`src/rtl/clkgen_pkg.sv`:
```
package clkgen_pkg;

    typedef enum logic [1:0] {
        SEL_DIV  = 2'd0,
        SEL_CTL  = 2'd1,
        SEL_CHAN = 2'd2,
        SEL_NONE = 2'd3
    } reg_sel_e;

    typedef enum logic [1:0] {
        ST_OFF    = 2'd0,
        ST_PASS   = 2'd1,
        ST_DIVIDE = 2'd2
    } gen_state_e;

    // field positions in the write and read words
    localparam int F_ID_LSB   = 0;
    localparam int F_DIV_LSB  = 8;
    localparam int F_SRC_LSB  = 8;
    localparam int F_EN_BIT   = 16;
    localparam int F_CH_LSB   = 0;
    localparam int F_CH_W     = 4;
    localparam int F_CGEN_LSB = 8;
    localparam int F_CEN_BIT  = 14;

endpackage

```
`src/rtl/clkgen_wgate.sv`:
```
module clkgen_wgate (
    input  logic wr_en,
    input  logic wr_dbg,
    input  logic prot_en,
    input  logic dbg_halt,
    input  logic ext_rst,
    output logic wr_ok
);
    logic bypass;

    always_comb begin
        bypass = wr_dbg || dbg_halt || ext_rst;
        wr_ok  = wr_en && (bypass || !prot_en);
    end
endmodule

```
`src/rtl/clkgen_unit.sv`:
```
module clkgen_unit
    import clkgen_pkg::*;
#(
    parameter int NUM_SRC = 4,
    parameter int DIV_W   = 8,
    localparam int SRC_W  = (NUM_SRC > 1) ? $clog2(NUM_SRC) : 1
) (
    input  logic             clk,
    input  logic             rst_n,
    input  logic             div_we,
    input  logic [DIV_W-1:0] div_val,
    input  logic             ctl_we,
    input  logic             ctl_en,
    input  logic [SRC_W-1:0] ctl_src,
    input  logic [NUM_SRC-1:0] src_pulse,
    output logic             pulse,
    output logic             on,
    output logic [DIV_W-1:0] div_q,
    output logic [SRC_W-1:0] src_q
);
    gen_state_e       state, state_n;
    logic [DIV_W-1:0] cnt;
    logic [DIV_W-1:0] div_n;
    logic             en_n;
    logic             src_hit;
    logic             last_cnt;

    always_comb begin
        en_n  = ctl_we ? ctl_en : (state != ST_OFF);
        div_n = div_we ? div_val : div_q;
        if (!en_n)
            state_n = ST_OFF;
        else if (div_n <= DIV_W'(1))
            state_n = ST_PASS;
        else
            state_n = ST_DIVIDE;
    end

    // state register
    always_ff @(posedge clk) begin
        if (!rst_n)
            state <= ST_OFF;
        else
            state <= state_n;
    end

    always_ff @(posedge clk) begin
        if (!rst_n) begin
            div_q <= '0;
            src_q <= '0;
            cnt   <= '0;
        end else begin
            if (div_we)
                div_q <= div_val;
            if (ctl_we)
                src_q <= ctl_src;
            if (state_n == ST_OFF || state == ST_OFF || div_we)
                cnt <= '0;
            else if (state == ST_DIVIDE && src_hit)
                cnt <= last_cnt ? '0 : cnt + DIV_W'(1);
        end
    end

    // outputs
    always_comb begin
        src_hit  = src_pulse[src_q];
        last_cnt = (cnt == div_q - DIV_W'(1));
        on       = (state != ST_OFF);
        unique case (state)
            ST_OFF:    pulse = 1'b0;
            ST_PASS:   pulse = src_hit;
            ST_DIVIDE: pulse = src_hit && last_cnt;
            default:   pulse = 1'b0;
        endcase
    end
endmodule

```
`src/rtl/clkgen_chan.sv`:
```
module clkgen_chan #(
    parameter int NUM_GEN = 8,
    localparam int GID_W  = $clog2(NUM_GEN)
) (
    input  logic               clk,
    input  logic               rst_n,
    input  logic               we,
    input  logic [GID_W-1:0]   sel_val,
    input  logic               en_val,
    input  logic [NUM_GEN-1:0] gen_pulse,
    output logic               pulse,
    output logic [GID_W-1:0]   sel_q,
    output logic               on_q
);
    always_ff @(posedge clk) begin
        if (!rst_n) begin
            sel_q <= '0;
            on_q  <= 1'b0;
        end else if (we) begin
            sel_q <= sel_val;
            on_q  <= en_val;
        end
    end

    assign pulse = on_q && gen_pulse[sel_q];
endmodule

```
`src/rtl/clkgen_bank.sv`:
```
module clkgen_bank
    import clkgen_pkg::*;
#(
    parameter int NUM_GEN  = 8,
    parameter int NUM_SRC  = 4,
    parameter int NUM_CHAN = 6,
    parameter int DIV_W    = 8,
    localparam int GID_W   = $clog2(NUM_GEN),
    localparam int SRC_W   = (NUM_SRC > 1) ? $clog2(NUM_SRC) : 1
) (
    input  logic                clk,
    input  logic                rst_n,
    input  logic                wr_en,
    input  logic [1:0]          wr_sel,
    input  logic [31:0]         wr_data,
    input  logic                wr_dbg,
    input  logic                prot_en,
    input  logic                dbg_halt,
    input  logic                ext_rst,
    input  logic [NUM_SRC-1:0]  src_pulse,
    input  logic [1:0]          rd_sel,
    output logic [31:0]         rd_data,
    output logic [NUM_GEN-1:0]  gen_pulse,
    output logic [NUM_CHAN-1:0] chan_pulse
);
    logic                     wr_ok;
    logic [GID_W-1:0]         wr_id;
    logic [F_CH_W-1:0]        wr_ch;
    logic [NUM_GEN-1:0]       gen_on;
    logic [NUM_GEN*DIV_W-1:0] gen_div_flat;
    logic [NUM_GEN*SRC_W-1:0] gen_src_flat;
    logic [NUM_CHAN*GID_W-1:0] chan_gen_flat;
    logic [NUM_CHAN-1:0]      chan_on;
    logic [GID_W-1:0]         last_div_id, last_ctl_id;
    logic [F_CH_W-1:0]        last_ch;
    logic                     ch_valid;
    logic                     unused_bits;

    assign unused_bits = ^wr_data;
    assign wr_id    = wr_data[F_ID_LSB +: GID_W];
    assign wr_ch    = wr_data[F_CH_LSB +: F_CH_W];
    assign ch_valid = (32'(wr_ch) < NUM_CHAN);

    clkgen_wgate u_gate (
        .wr_en    (wr_en),
        .wr_dbg   (wr_dbg),
        .prot_en  (prot_en),
        .dbg_halt (dbg_halt),
        .ext_rst  (ext_rst),
        .wr_ok    (wr_ok)
    );

    for (genvar g = 0; g < NUM_GEN; g++) begin : g_gen
        clkgen_unit #(.NUM_SRC(NUM_SRC), .DIV_W(DIV_W)) u_unit (
            .clk       (clk),
            .rst_n     (rst_n),
            .div_we    (wr_ok && wr_sel == SEL_DIV && wr_id == GID_W'(g)),
            .div_val   (wr_data[F_DIV_LSB +: DIV_W]),
            .ctl_we    (wr_ok && wr_sel == SEL_CTL && wr_id == GID_W'(g)),
            .ctl_en    (wr_data[F_EN_BIT]),
            .ctl_src   (wr_data[F_SRC_LSB +: SRC_W]),
            .src_pulse (src_pulse),
            .pulse     (gen_pulse[g]),
            .on        (gen_on[g]),
            .div_q     (gen_div_flat[g*DIV_W +: DIV_W]),
            .src_q     (gen_src_flat[g*SRC_W +: SRC_W])
        );
    end

    for (genvar c = 0; c < NUM_CHAN; c++) begin : g_chan
        clkgen_chan #(.NUM_GEN(NUM_GEN)) u_chan (
            .clk       (clk),
            .rst_n     (rst_n),
            .we        (wr_ok && wr_sel == SEL_CHAN && wr_ch == F_CH_W'(c)),
            .sel_val   (wr_data[F_CGEN_LSB +: GID_W]),
            .en_val    (wr_data[F_CEN_BIT]),
            .gen_pulse (gen_pulse),
            .pulse     (chan_pulse[c]),
            .sel_q     (chan_gen_flat[c*GID_W +: GID_W]),
            .on_q      (chan_on[c])
        );
    end

    always_ff @(posedge clk) begin
        if (!rst_n) begin
            last_div_id <= '0;
            last_ctl_id <= '0;
            last_ch     <= '0;
        end else if (wr_ok) begin
            if (wr_sel == SEL_DIV)
                last_div_id <= wr_id;
            if (wr_sel == SEL_CTL)
                last_ctl_id <= wr_id;
            if (wr_sel == SEL_CHAN && ch_valid)
                last_ch <= wr_ch;
        end
    end

    always_comb begin
        rd_data = '0;
        unique case (rd_sel)
            SEL_DIV: begin
                rd_data[F_ID_LSB +: GID_W]  = last_div_id;
                rd_data[F_DIV_LSB +: DIV_W] = gen_div_flat[last_div_id*DIV_W +: DIV_W];
            end
            SEL_CTL: begin
                rd_data[F_ID_LSB +: GID_W]  = last_ctl_id;
                rd_data[F_SRC_LSB +: SRC_W] = gen_src_flat[last_ctl_id*SRC_W +: SRC_W];
                rd_data[F_EN_BIT]           = gen_on[last_ctl_id];
            end
            SEL_CHAN: begin
                rd_data[F_CH_LSB +: F_CH_W]  = last_ch;
                rd_data[F_CGEN_LSB +: GID_W] = chan_gen_flat[32'(last_ch)*GID_W +: GID_W];
                rd_data[F_CEN_BIT]           = chan_on[last_ch];
            end
            default: rd_data = '0;
        endcase
    end
endmodule

```
`config.mk`:
```
export PLATFORM = sky130hd
export DESIGN_NAME = clkgen_bank
export DESIGN_NICKNAME = d
export VERILOG_FILES = /design/src/rtl/clkgen_pkg.sv /design/src/rtl/clkgen_wgate.sv /design/src/rtl/clkgen_unit.sv /design/src/rtl/clkgen_chan.sv /design/src/rtl/clkgen_bank.sv
export SDC_FILE = /design/constraint.sdc
export NUM_CORES = 1
export LEC_CHECK = 0
export BUFFER_PORTS_ARGS = -buffer_cell sky130_fd_sc_hd__buf_2
export CAP_MARGIN = 20
export CORE_ASPECT_RATIO = 0.9
export CORE_UTILIZATION = 40
export DETAILED_ROUTE_END_ITERATION = 12
export GPL_TIMING_DRIVEN = 1
export MAX_ROUTING_LAYER = met4
export PLACE_DENSITY = 0.68
export SYNTH_ARGS = -nofsm -noshare
export SYNTH_HDL_FRONTEND = slang
export SYNTH_SLANG_ARGS = --single-unit
```
`constraint.sdc`:
```
create_clock -name clk -period 4.15 [get_ports clk]
set_input_delay 0.415 -clock clk [delete_from_list [all_inputs] [get_ports clk]]
set_output_delay 0.415 -clock clk [all_outputs]
set_load 0.02 [all_outputs]
```
Word-level counts from Yosys, hierarchy flattened
Index checks and enable logic that the tools add are counted.
W data, S select, Z words.
Operators by class
  add/subtract/negate cells: 16
  $mul: 1
  magnitude comparators: 25
  equal/unequal tests: 40
  shifts and indexed selects: 3
  mux-type cells: 88
  bitwise operators: 1
  reduce and logical (&&, ||, !) cells: 108
Operators by type and width (count)
  $mux W8: 16
  $add A8 B1 Y8 const B: 8
  $eq A8 B8 Y1: 8
  $le A8 B1 Y1 const B: 8
  $shiftx A64 B7 Y8: 1
  $sub A8 B1 Y8 const B: 8
  $logic_and A1 B1 Y1: 49
  $logic_not A2 Y1: 18
  $mux W2: 16
  $lt A3 B4 Y1 const B: 7
  $mux W1: 27
  $bmux W1 S3: 8
  $lt A2 B3 Y1 const B: 8
  $eq A2 B1 Y1 const B: 10
  $eq A2 B2 Y1 const B: 10
  $pmux W1 S2: 10
  $logic_or A1 B1 Y1: 19
  $shiftx A18 B7 Y3: 1
  $bmux W1 S2: 8
  $reduce_bool A2 Y1: 8
  $reduce_or A2 Y1: 8
  $shiftx A16 B5 Y2: 1
  $eq A3 B3 Y1 const B: 4
  $pmux W3 S3: 1
  15 further kinds: 20
Storage, ports and cells
  bits in registers: 194
  input bits: 47
  output and inout port bits: 46
  word-level logic and storage cells: 329

Logic depth before layout (Yosys ltp)
Gate-level depths: netlist of run 1.
  depth after elaboration: 14
  mapped depth: 12
  depth with buffers taken out: 10

Modules after synthesis
Synthesis of run 1 repeated with hierarchy kept, for this count alone.
Second synthesis, totals
  cell total of the unflattened synthesis: 1412
  area total of the unflattened synthesis: 13148.9 µm²
Modules (own cells, without submodules)
  clkgen_unit at g_gen[0].u_unit ...: times used 7, cells an instance 139, area an instance 1258.7 µm², seq. area each 400.4 µm²
  clkgen_bank: times used 1, cells an instance 179, area an instance 1691.6 µm², seq. area each 200.2 µm²
  clkgen_chan: times used 6, cells an instance 20, area an instance 220.2 µm², seq. area each 80.1 µm²
  clkgen_unit at g_gen[7].u_unit: times used 1, cells an instance 138, area an instance 1310.0 µm², seq. area each 400.4 µm²
  clkgen_wgate: times used 1, cells an instance 2, area an instance 15.0 µm², seq. area each 0.0 µm²

Worst setup path before layout of run 1
OpenSTA, ideal clock, no wires.
  kind: register -> output
  from: register g_gen[7].u_unit.div_q[0]
  to: output port chan_pulse[0]
  data arrival time: 2455 ps
  data required time: 3735 ps
  setup slack: 1280 ps
  cell stages (with the launch flop): 11
  path buffers: 1
  path through: dfxtp_1 -> inv_1 -> ha_1 -> xnor2_1 -> nand4_1 -> o31a_1 -> nor4_2 -> a41oi_1 -> a2bb2oi_1 -> o221ai_1 -> buf_4
Between the ends
  word-level cells in the longest chain between the ends: 7
Ends and longest elaborated chain
  start, declared: RTL line clkgen_unit.sv:18  | output logic [DIV_W-1:0] div_q,
  start signal, assigned: RTL line clkgen_unit.sv:54  | div_q <= div_val;
  $sub A8 B1 Y8: RTL line clkgen_unit.sv:67  | last_cnt = (cnt == div_q - DIV_W'(1));
  $eq A8 B8 Y1: RTL line clkgen_unit.sv:67
  $logic_and A1 B1 Y1: RTL line clkgen_unit.sv:72  | ST_DIVIDE: pulse = src_hit && last_cnt;
  $pmux W1 S2: RTL line clkgen_unit.sv:69  | unique case (state)
  $bmux W1 S3: RTL line clkgen_chan.sv:25  | assign pulse = on_q && gen_pulse[sel_q];
  $mux W1 (not written as such): RTL line clkgen_chan.sv:25
  $logic_and A1 B1 Y1: RTL line clkgen_chan.sv:25
  end, declared: RTL line clkgen_bank.sv:24  | output logic [NUM_CHAN-1:0] chan_pulse
Every way passes these cells. The select of a mux whose other input is x is not followed.

Final worst setup path of run 1
  from: register g_gen[0].u_unit.div_q[0]
  to: output port chan_pulse[0]
Between the ends
  word-level cells in the longest chain between the ends: 7
Ends and longest elaborated chain (RTL line)
  start, declared: clkgen_unit.sv:18
  start signal, assigned: clkgen_unit.sv:54
  $sub A8 B1 Y8: clkgen_unit.sv:67
  $eq A8 B8 Y1: clkgen_unit.sv:67
  $logic_and A1 B1 Y1: clkgen_unit.sv:72
  $pmux W1 S2: clkgen_unit.sv:69
  $bmux W1 S3: clkgen_chan.sv:25
  $mux W1 (not written as such): clkgen_chan.sv:25
  $logic_and A1 B1 Y1: clkgen_chan.sv:25
Every way passes these cells. The select of a mux whose other input is x is not followed.

==> results.yml, run 1 <==
run_status:
  outcome: "finished clean"
detailed_routing:
  num_vias: 10600
  avgRoutedWirePerCell_um: 17.8
  via_per_inst: 5.58
  wl_met1_mm: 15.6
  totalWireLength_mm: 33.9
  drc_errors: 0
  drt_iter0_markers: 863
  ant_nets: 0
  dr_wl_met2_mm: 15.3
  routed-wl-met3_mm: 2.14
  drt-pass1-iter-count: 5
  maxUsedRoutingLayer: "met4"
power:
  power.leakage_nw: 4.85
  finalPower_mw: 3.81
  irDropWorstVdd_uv: 313
  p_per_area_nw_per_um2: 280
global_route:
  grt_max_degree: 55
  grt_pass1_wl_mm: 52.8
  gr-total-overflow: 0
  grt.total_usage_pct: 21.6
  antenna_found_initial: 2
  grt_pass1_vias: 9587
sta:
  period_needed_ns: 3.89
  rsz0062_at_grt: "no"
  hold_violations: 0
  worst_pin_slew_ns: 0.907
  fin_crit_sh_pct: 93.8
  maxSlewHeadroom_pct: 39.5
  setup_violations: 0
  tns_ns: 0
  maxSlewViolCount: 0
  timing.fmax_mhz: 257
  fin_skew_ns: 0.0189
clock_tree:
  cts_buffers: 17
  h-tree-depth: 4
  cts_buffer_depth: 2
  clock-sinks: 194
  root_buffer: "clkbuf_16"
  clk_latency_ns: 0.46
  cts_tree: "built"
  cts_setup_buffers: 0
  clkTransAtPathRegs_ns: 0.09
cells_and_area:
  syn_to_final_growth_pct: 7.68
  drive_gt1_share_pct: 10.9
  fin_cells: 1901
  layout_common_cells: "nand2_1 (212), dfxtp_1 (194), nor2_1 (105)"
  final.fill_count: 3056
  layout.nets: 1561
  layout_commonest_cell: "nand2_1"
setup_path:
  start_kind: "register"
  cp_slowest_stage_delay_ns: 0.52
  cp.required_ns: 3.73
  reg2reg_slack_ns: 1.68
  crit_path_frequent_cell: "inv_1"
  ff2ff_path_depth: 8
  end_kind: "primary output"
  slowest_stage: "dfxtp_1"
  r2r_start: "g_gen[0].u_unit.div_q[0]"
  path_class: "register to primary output"
  worstPathMaxFanout: 7
  cp_cell_sequence: "inv_1 -> ha_1 -> xor2_1 -> nor4b_2 -> a32oi_1 -> a2111oi_4 -> a32oi_2 -> inv_1 -> a2bb2oi_1 -> o221ai_1 -> buf_2"
  endpoint: "chan_pulse[0]"
  crit_arrival_ns: 3.48
  r2r-end: "g_gen[0].u_unit.cnt[6]"
  cp-startpoint: "g_gen[0].u_unit.div_q[0]"
hold_path:
  hold_class: "input port to register"
yosys:
  ys_warn_count: 0
  synth_edf_count: 0
  synthFlopType: "dfxtp_1"
  avgSynthCellArea_sq_um: 8.52
  async_flop_share_pct: 0
  syn_area_sq_um: 12600
  ys_seq_area_share_pct: 30.8
  syn_inst: 1483
  ys_ff_latch: 194
  ys_types: 85
placed_design:
  dp_cells: 1864
  portBuffers: 54
  place_congestion: 0.904
  dp_hpwl_mm: 23.9
flow_run:
  drv_cap: 0
floorplan:
  die_h_um: 171
  core-area_sq_um: 31000
  initial_core_util_pct: 40.8
  fp-row-count: 61
  ioPinCount: 93
  die_x_um: 189
  die-area_sq_um: 32300
cell usage after synthesis, drive strengths merged (6+ instances only):
cell type  instances  area share (%)
nand4             38             1.9
o211ai             9            0.57
nor4b              6            0.56
nand2            213             6.4
nand2b            14            0.69
dfxtp            194              31
o21ai             21            0.86
ha                40             4.0
xnor2             48             3.3
and2              27             1.3
o21bai             7            0.42
nand4b            11            0.76
nor2             105             3.1
a21oi             29             1.1
mux2i             62             4.9
xor2              79             5.5
clkbuf            62             1.8
or3               10            0.54
mux4              34             6.1
nor2b             54             2.7
inv               49             1.5
o2111ai            6            0.42
and3b              7            0.49
a31oi              9            0.45
nor3              28             1.3
a21boi            74             4.4
a211oi            10            0.59
and3              20            0.99
nor3b             18             1.1
nor4              15            0.96
a221oi             6            0.42
nand3             53             2.1
o21a               6            0.36
buf               50             2.8
worst max-delay path, delay by kind of cell (launching register included):
| family | cells | cell delay, ns |
|---|---|---|
| XOR/XNOR | 1 | 0.19 |
| AND/OR/NAND/NOR | 1 | 0.27 |
| buffers and inverters | 3 | 0.57 |
| AO/OA/AOI/OAI | 5 | 1.14 |
| adder cells (fa/ha/maj) | 1 | 0.31 |
| flip-flops | 1 | 0.52 |
repair_timing:
item / 4_1_cts / 5_1_grt
hold buffers: 0 / 0
endpoints found under the setup margin: 0 / 6
resized for setup: 0 / 4
where the power goes:
part	leakage (nW)	total [mW]	internal (mW)	switching, mW
Combinational	3.00	0.239	0.0853	0.153
Clock	0.284	1.68	0.854	0.827
Sequential	1.56	1.89	1.87	0.0226
cell type report:
type	instances	area, sq um	area share [%]
Antenna cell	5	12.5	0.0920
Sequential cell	194	3880	28.6
Timing Repair Buffer	66	360	2.65
Tap cell	409	512	3.76
Clock buffer	19	433	3.18
Inverter	49	184	1.35
Multi-Input combinational cell	1146	8070	59.4
Clock inverter	13	141	1.04
sequential cells by signal, indices dropped and copies added, names as in the netlist:
register / cells
last_div_id: 3
g_gen.u_unit.div_q: 64
g_chan.u_chan.sel_q: 18
g_gen.u_unit.state: 16
g_gen.u_unit.src_q: 16
last_ch: 4
g_chan.u_chan.on_q: 6
g_gen.u_unit.cnt: 64
last_ctl_id: 3
stage by stage:
| step | util (%) | hold slack (ns) | setup WS, ns | cell area [sq um] |
|---|---|---|---|---|
| floorplan | - | 0.456 | 1.28 | 12700 |
| global placement | 41.9 | 0.478 | 0.663 | 13000 |
| detailed placement | 41.9 | 0.483 | 0.647 | 13000 |
| CTS | 43.7 | 0.320 | 0.143 | 13600 |
| global route | 43.9 | 0.331 | 0.0388 | 13600 |
| finish | 43.9 | 0.328 | 0.258 | 13600 |
worst min path at each step:
stage	end	slack, ns	depth (start not counted)	start
final	last_ch[0]	0.33	3	wr_data[0]
after global routing	last_div_id[2]	0.33	3	wr_data[2]
after CTS	last_ch[0]	0.32	3	wr_data[0]
after detailed placement	g_gen[2].u_unit.src_q[1]	0.48	2	g_gen[2].u_unit.src_q[1]
after global placement	g_gen[2].u_unit.src_q[1]	0.48	2	g_gen[2].u_unit.src_q[1]
after floorplan	g_gen[2].u_unit.src_q[1]	0.46	2	g_gen[2].u_unit.src_q[1]
logic make-up (layout without fill, tap and decap cells):
logic type | count (synthesis) | in the layout | synth area share, %
simple gates | 643 | 643 | 26.5
fa+ha+maj | 40 | 40 | 3.96
flops | 194 | 194 | 30.8
buf+inv | 161 | 147 | 6.09
mux | 99 | 99 | 11.3
compound gates | 218 | 218 | 12.6
other cells | 1 | 24 | 0.0297
xor+xnor | 127 | 127 | 8.81
layer usage:
layer  global-route usage, %  vias up
li1                        -     5146
met1                    28.5     5096
met2                    32.8      311
met3                    4.55       54
met4                    7.68        0
met5                       -        -
Note: power is estimated with default switching activity, not from simulation.
==> run 2: changes to the inputs <==
ABC_CLOCK_PERIOD_IN_PS = 4150   (was default)
CORE_MARGIN = 1.5   (was default)
==> run 2 against run 1 <==
Compared with the run above: cell area is essentially flat; flip-flop and latch count unchanged; global-route usage hardly changed; wire length up 0.52%; clock skew is 0.00054 ns lower; hold slack better by 0.027 ns; clock power hardly changed; power decreased by 0.74%; critical path type unchanged; highest routed layer unchanged.
==> results.yml, run 2 (synthesis gave the netlist of run 1 again) <==
clock_tree:
  root_buffer: "clkbuf_16"
  clk_latency_ns: 0.45
  clock-sinks: 194
  clkTransAtPathRegs_ns: 0.09
  cts_buffer_depth: 2
  cts_buffers: 17
  cts_tree: "built"
  h-tree-depth: 4
setup_path:
  r2r_start: "g_gen[0].u_unit.div_q[0]"
  start_kind: "register"
  end_kind: "primary output"
  ff2ff_path_depth: 8
  reg2reg_slack_ns: 1.64
  path_class: "register to primary output"
  r2r-end: "g_gen[0].u_unit.cnt[3]"
  cp_cell_sequence: "inv_1 -> ha_1 -> o21bai_1 -> a211oi_1 -> o21ai_0 -> a2111oi_4 -> a32oi_2 -> inv_1 -> a2bb2oi_1 -> o221ai_1 -> buf_2"
  worstPathMaxFanout: 7
  cp.required_ns: 3.73
  cp_slowest_stage_delay_ns: 0.52
  crit_arrival_ns: 3.52
  crit_path_frequent_cell: "inv_1"
  slowest_stage: "dfxtp_1"
placed_design:
  portBuffers: 54
  dp_hpwl_mm: 24.5
  place_congestion: 0.899
  placed_cell_area_sq_um: 13000
detailed_routing:
  drt_iter0_markers: 847
  num_vias: 10700
  via_per_inst: 5.64
  drt-pass1-iter-count: 6
  avgRoutedWirePerCell_um: 17.9
  wl_met1_mm: 15.8
  drc_errors: 0
  maxUsedRoutingLayer: "met4"
  totalWireLength_mm: 34.1
  dr_wl_met2_mm: 15.4
  ant_nets: 0
  routed-wl-met3_mm: 1.85
global_route:
  gr-total-overflow: 0
  antenna_found_initial: 2
  grt.total_usage_pct: 21.6
  grt_pass1_wl_mm: 53.9
  grt_pass1_vias: 9929
  grt_max_degree: 43
sta:
  maxSlewHeadroom_pct: 44.7
  fin_crit_sh_pct: 94.9
  timing.fmax_mhz: 254
  fin_skew_ns: 0.0184
  period_needed_ns: 3.94
  whs_ns: 0.355
  tns_ns: 0
  rsz0062_at_grt: "no"
  setup_violations: 0
  hold_violations: 0
  worst_pin_slew_ns: 0.828
  maxSlewViolCount: 0
floorplan:
  core-area_sq_um: 31000
  initial_core_util_pct: 40.8
  die_h_um: 172
  fp-row-count: 61
  die-area_sq_um: 32600
  ioPinCount: 93
  die_x_um: 190
hold_path:
  worstHoldStart: "wr_data[2]"
  hold_end: "last_div_id[2]"
  min_path_cells: 3
  hold_class: "input port to register"
cells_and_area:
  drive_gt1_share_pct: 11.1
  layout.nets: 1563
  syn_to_final_growth_pct: 7.78
  largestRegisters: "g_gen.u_unit.cnt: 64 flops, g_gen.u_unit.div_q: 64 flops, g_chan.u_chan.sel_q: 18 flops"
  layout_commonest_cell: "nand2_1"
  fin_area_sq_um: 13600
  layout_common_cells: "nand2_1 (212), dfxtp_1 (194), nor2_1 (105)"
  final.fill_count: 3037
power:
  p_per_area_nw_per_um2: 278
  power.leakage_nw: 4.87
  irDropWorstVdd_uv: 319
flow_run:
  drv_cap: 0
run_status:
  outcome: "finished clean"
[run 2: what timing repair did]
item,in CTS,in global routing
hold buffers,0,0
hold endpoints to repair,0,0
buffers inserted,0,0
resized for setup,0,4
endpoints found under the setup margin,0,6
[run 2: per-stage QoR]
stage	setup slack (ns)	cells	total power, mW	utilization [%]
after global routing	0.0303	1900	3.90	43.9
after floorplan	1.28	1501	2.10	-
after detailed placement	0.545	1866	2.17	41.9
after CTS	0.0462	1898	3.80	43.8
after global placement	0.661	1866	2.17	41.9
final	0.212	1900	3.78	43.9
[run 2: cell type report]
class	count	area (sq um)	share of cell area [%]
clock buffer	18	439	3.23
tap	409	512	3.76
sequential	194	3880	28.5
timing repair buffer	68	375	2.76
inverter	49	184	1.35
multi-input combinational	1146	8080	59.4
clock inverter	14	133	0.974
antenna	2	5.00	0.0368
[run 2: critical path: cells and delay by family (launching register included)]
family | cells | cell delay [ns]
buffers and inverters | 3 | 0.59
flip-flops | 1 | 0.52
AO/OA/AOI/OAI | 7 | 1.67
adder cells (fa/ha/maj) | 1 | 0.30
[run 2: how the worst max path moves through the flow]
stage | cells past startpoint | end | start
global route | 10 | chan_pulse[0] | g_gen[7].u_unit.div_q[0]
global placement | 11 | chan_pulse[0] | g_gen[0].u_unit.div_q[0]
finish | 11 | chan_pulse[0] | g_gen[0].u_unit.div_q[0]
detailed placement | 11 | chan_pulse[0] | g_gen[0].u_unit.div_q[0]
floorplan | 10 | chan_pulse[0] | g_gen[7].u_unit.div_q[0]
CTS | 10 | chan_pulse[0] | g_gen[7].u_unit.div_q[0]
[run 2: per-layer routing]
layer | track usage [%] | up-vias
met3 | 3.49 | 65
met5 | - | -
met2 | 32.7 | 337
met1 | 29.0 | 5137
li1 | - | 5170
met4 | 7.94 | 0
[run 2: report_power, final]
part,switching (mW),internal (mW)
Sequential,0.0229,1.87
Combinational,0.153,0.0862
Clock,0.834,0.818
==> run 3: changes to the inputs <==
CORE_UTILIZATION = 45   (was 40)
PLACE_DENSITY = 0.73   (was 0.68)
==> run 3 against run 2 <==
Compared with the run above: clock skew fell by 0.0067 ns; clock power rose by 3%; global-route usage rose by 2.0 points; non-clock buffer count fell by 2; fmax rose by 0.20%; hold slack got worse by 0.020 ns; final cell count fell by 2.9%; critical path type unchanged; core utilization rose by 5.6 points.
==> results.yml, run 3 (synthesis gave the netlist of run 1 again) <==
global_route:
  grt_pass1_wl_mm: 53.3
  grt_max_degree: 50
  grt.total_usage_pct: 23.6
  gr-total-overflow: 0
  grt_pass1_vias: 10000
  antenna_found_initial: 1
sta:
  setup_violations: 0
  fin_skew_ns: 0.0117
  timing.fmax_mhz: 254
  fin_crit_sh_pct: 94.7
  rsz0062_at_grt: "no"
  worst_pin_slew_ns: 0.952
  tns_ns: 0
  maxSlewViolCount: 0
  hold_violations: 0
  maxSlewHeadroom_pct: 36.2
  period_needed_ns: 3.93
cells_and_area:
  largestRegisters: "g_gen.u_unit.cnt: 64 flops, g_gen.u_unit.div_q: 64 flops, g_chan.u_chan.sel_q: 18 flops"
  drive_gt1_share_pct: 10.9
  layout.nets: 1561
  final_util_pct: 49.6
  layout_common_cells: "nand2_1 (212), dfxtp_1 (194), nor2_1 (105)"
  layout_commonest_cell: "nand2_1"
  syn_to_final_growth_pct: 7.22
placed_design:
  portBuffers: 54
  dp_hpwl_mm: 23.9
  place_congestion: 0.940
clock_tree:
  cts_setup_buffers: 0
  clk_latency_ns: 0.45
  ctsResizeCount: 0
  root_buffer: "clkbuf_16"
  clock-sinks: 194
  holdBufCountCts: 0
  cts_buffer_depth: 2
  h-tree-depth: 4
  cts_buffers: 17
  cts_tree: "built"
  clkTransAtPathRegs_ns: 0.07
setup_path:
  cp_slowest_stage_delay_ns: 0.50
  end_kind: "primary output"
  r2r_start: "g_gen[7].u_unit.div_q[0]"
  cp_cell_sequence: "inv_1 -> ha_1 -> xnor2_1 -> nand4_1 -> o31a_1 -> nor4_2 -> a41oi_2 -> a2bb2oi_1 -> o221ai_1 -> buf_2"
  crit_arrival_ns: 3.51
  cp.required_ns: 3.73
  path_class: "register to primary output"
  ff2ff_path_depth: 8
  start_kind: "register"
  slowest_stage: "nor4_2"
  cp-startpoint: "g_gen[7].u_unit.div_q[0]"
  r2r-end: "g_gen[7].u_unit.cnt[5]"
  reg2reg_slack_ns: 1.66
  endpoint: "chan_pulse[0]"
  worstPathMaxFanout: 7
detailed_routing:
  num_vias: 10700
  ant_nets: 0
  drt_iter0_markers: 950
  via_per_inst: 5.78
  avgRoutedWirePerCell_um: 18.1
  drc_errors: 0
  drt-pass1-iter-count: 6
  totalWireLength_mm: 33.4
run_status:
  outcome: "finished clean"
floorplan:
  die_x_um: 180
  die_h_um: 162
  initial_core_util_pct: 46.2
  fp-row-count: 57
  die-area_sq_um: 29100
  core-area_sq_um: 27300
  ioPinCount: 93
flow_run:
  drv_cap: 0
power:
  clkPwrFrac_pct: 44.4
  power.leakage_nw: 4.85
  p_per_area_nw_per_um2: 283
  pwr-share-comb_pct: 6.2
  p_sw_mw: 0.962
  swShare_pct: 25.1
  p_int_mw: 2.87
  irDropWorstVdd_uv: 318
  p_seq_share_pct: 49.4
hold_path:
  hold_class: "input port to register"
-- run 3: power by group through the flow --
stage / sequential (mW) / clock (mW) / combinational [mW]
floorplan: 1.92 / 0 / 0.183
global placement: 1.94 / 0 / 0.227
detailed placement: 1.94 / 0 / 0.231
CTS: 1.89 / 1.72 / 0.232
global route: 1.89 / 1.81 / 0.254
finish: 1.89 / 1.70 / 0.237
-- run 3: final cells by class --
cell class | count | area [sq um]
repair buffers | 66 | 360
flip-flops and latches | 194 | 3880
well taps | 354 | 443
fillers | 2553 | 13800
clock inverters | 12 | 146
multi-input cells | 1146 | 8070
clock buffers | 19 | 443
diodes | 4 | 10.0
inverters | 49 | 184
-- run 3: layer usage --
| metal | share of wire (%) | track usage, % | vias to the layer above |
|---|---|---|---|
| met4 | 3.6 | 9.70 | 0 |
| met2 | 45 | 36.0 | 329 |
| met1 | 45 | 31.1 | 5082 |
| li1 | - | - | 5166 |
| met5 | 0 | - | - |
| met3 | 6.5 | 3.95 | 78 |
-- run 3: through the flow --
stage                     hold slack, ns  power (mW)  setup slack, ns  std cells  area, sq um
final                              0.335        3.83            0.220       1844        13500
after global routing               0.345        3.96           0.0539       1841        13500
after CTS                          0.329        3.85            0.126       1840        13500
after detailed placement           0.481        2.17            0.620       1809        12900
after global placement             0.476        2.16            0.671       1809        12900
after floorplan                    0.456        2.10             1.28       1501        12700
-- run 3: worst min path at each step --
stage,cells after the start,to,startpoint
floorplan,2,g_gen[2].u_unit.src_q[1],g_gen[2].u_unit.src_q[1]
global placement,2,g_gen[2].u_unit.src_q[1],g_gen[2].u_unit.src_q[1]
detailed placement,2,g_gen[2].u_unit.src_q[1],g_gen[2].u_unit.src_q[1]
CTS,3,last_div_id[0],wr_data[0]
global route,3,last_ch[0],wr_data[0]
finish,3,last_div_id[0],wr_data[0]
-- run 3: worst max-delay path, delay by kind of cell (launching register included) --
| kind | cells | cell delay [ns] |
|---|---|---|
| AO/OA/AOI/OAI | 4 | 1.13 |
| adder cells (fa/ha/maj) | 1 | 0.25 |
| XOR/XNOR | 1 | 0.26 |
| AND/OR/NAND/NOR | 2 | 0.64 |
| buffers and inverters | 2 | 0.32 |
| flip-flops | 1 | 0.45 |
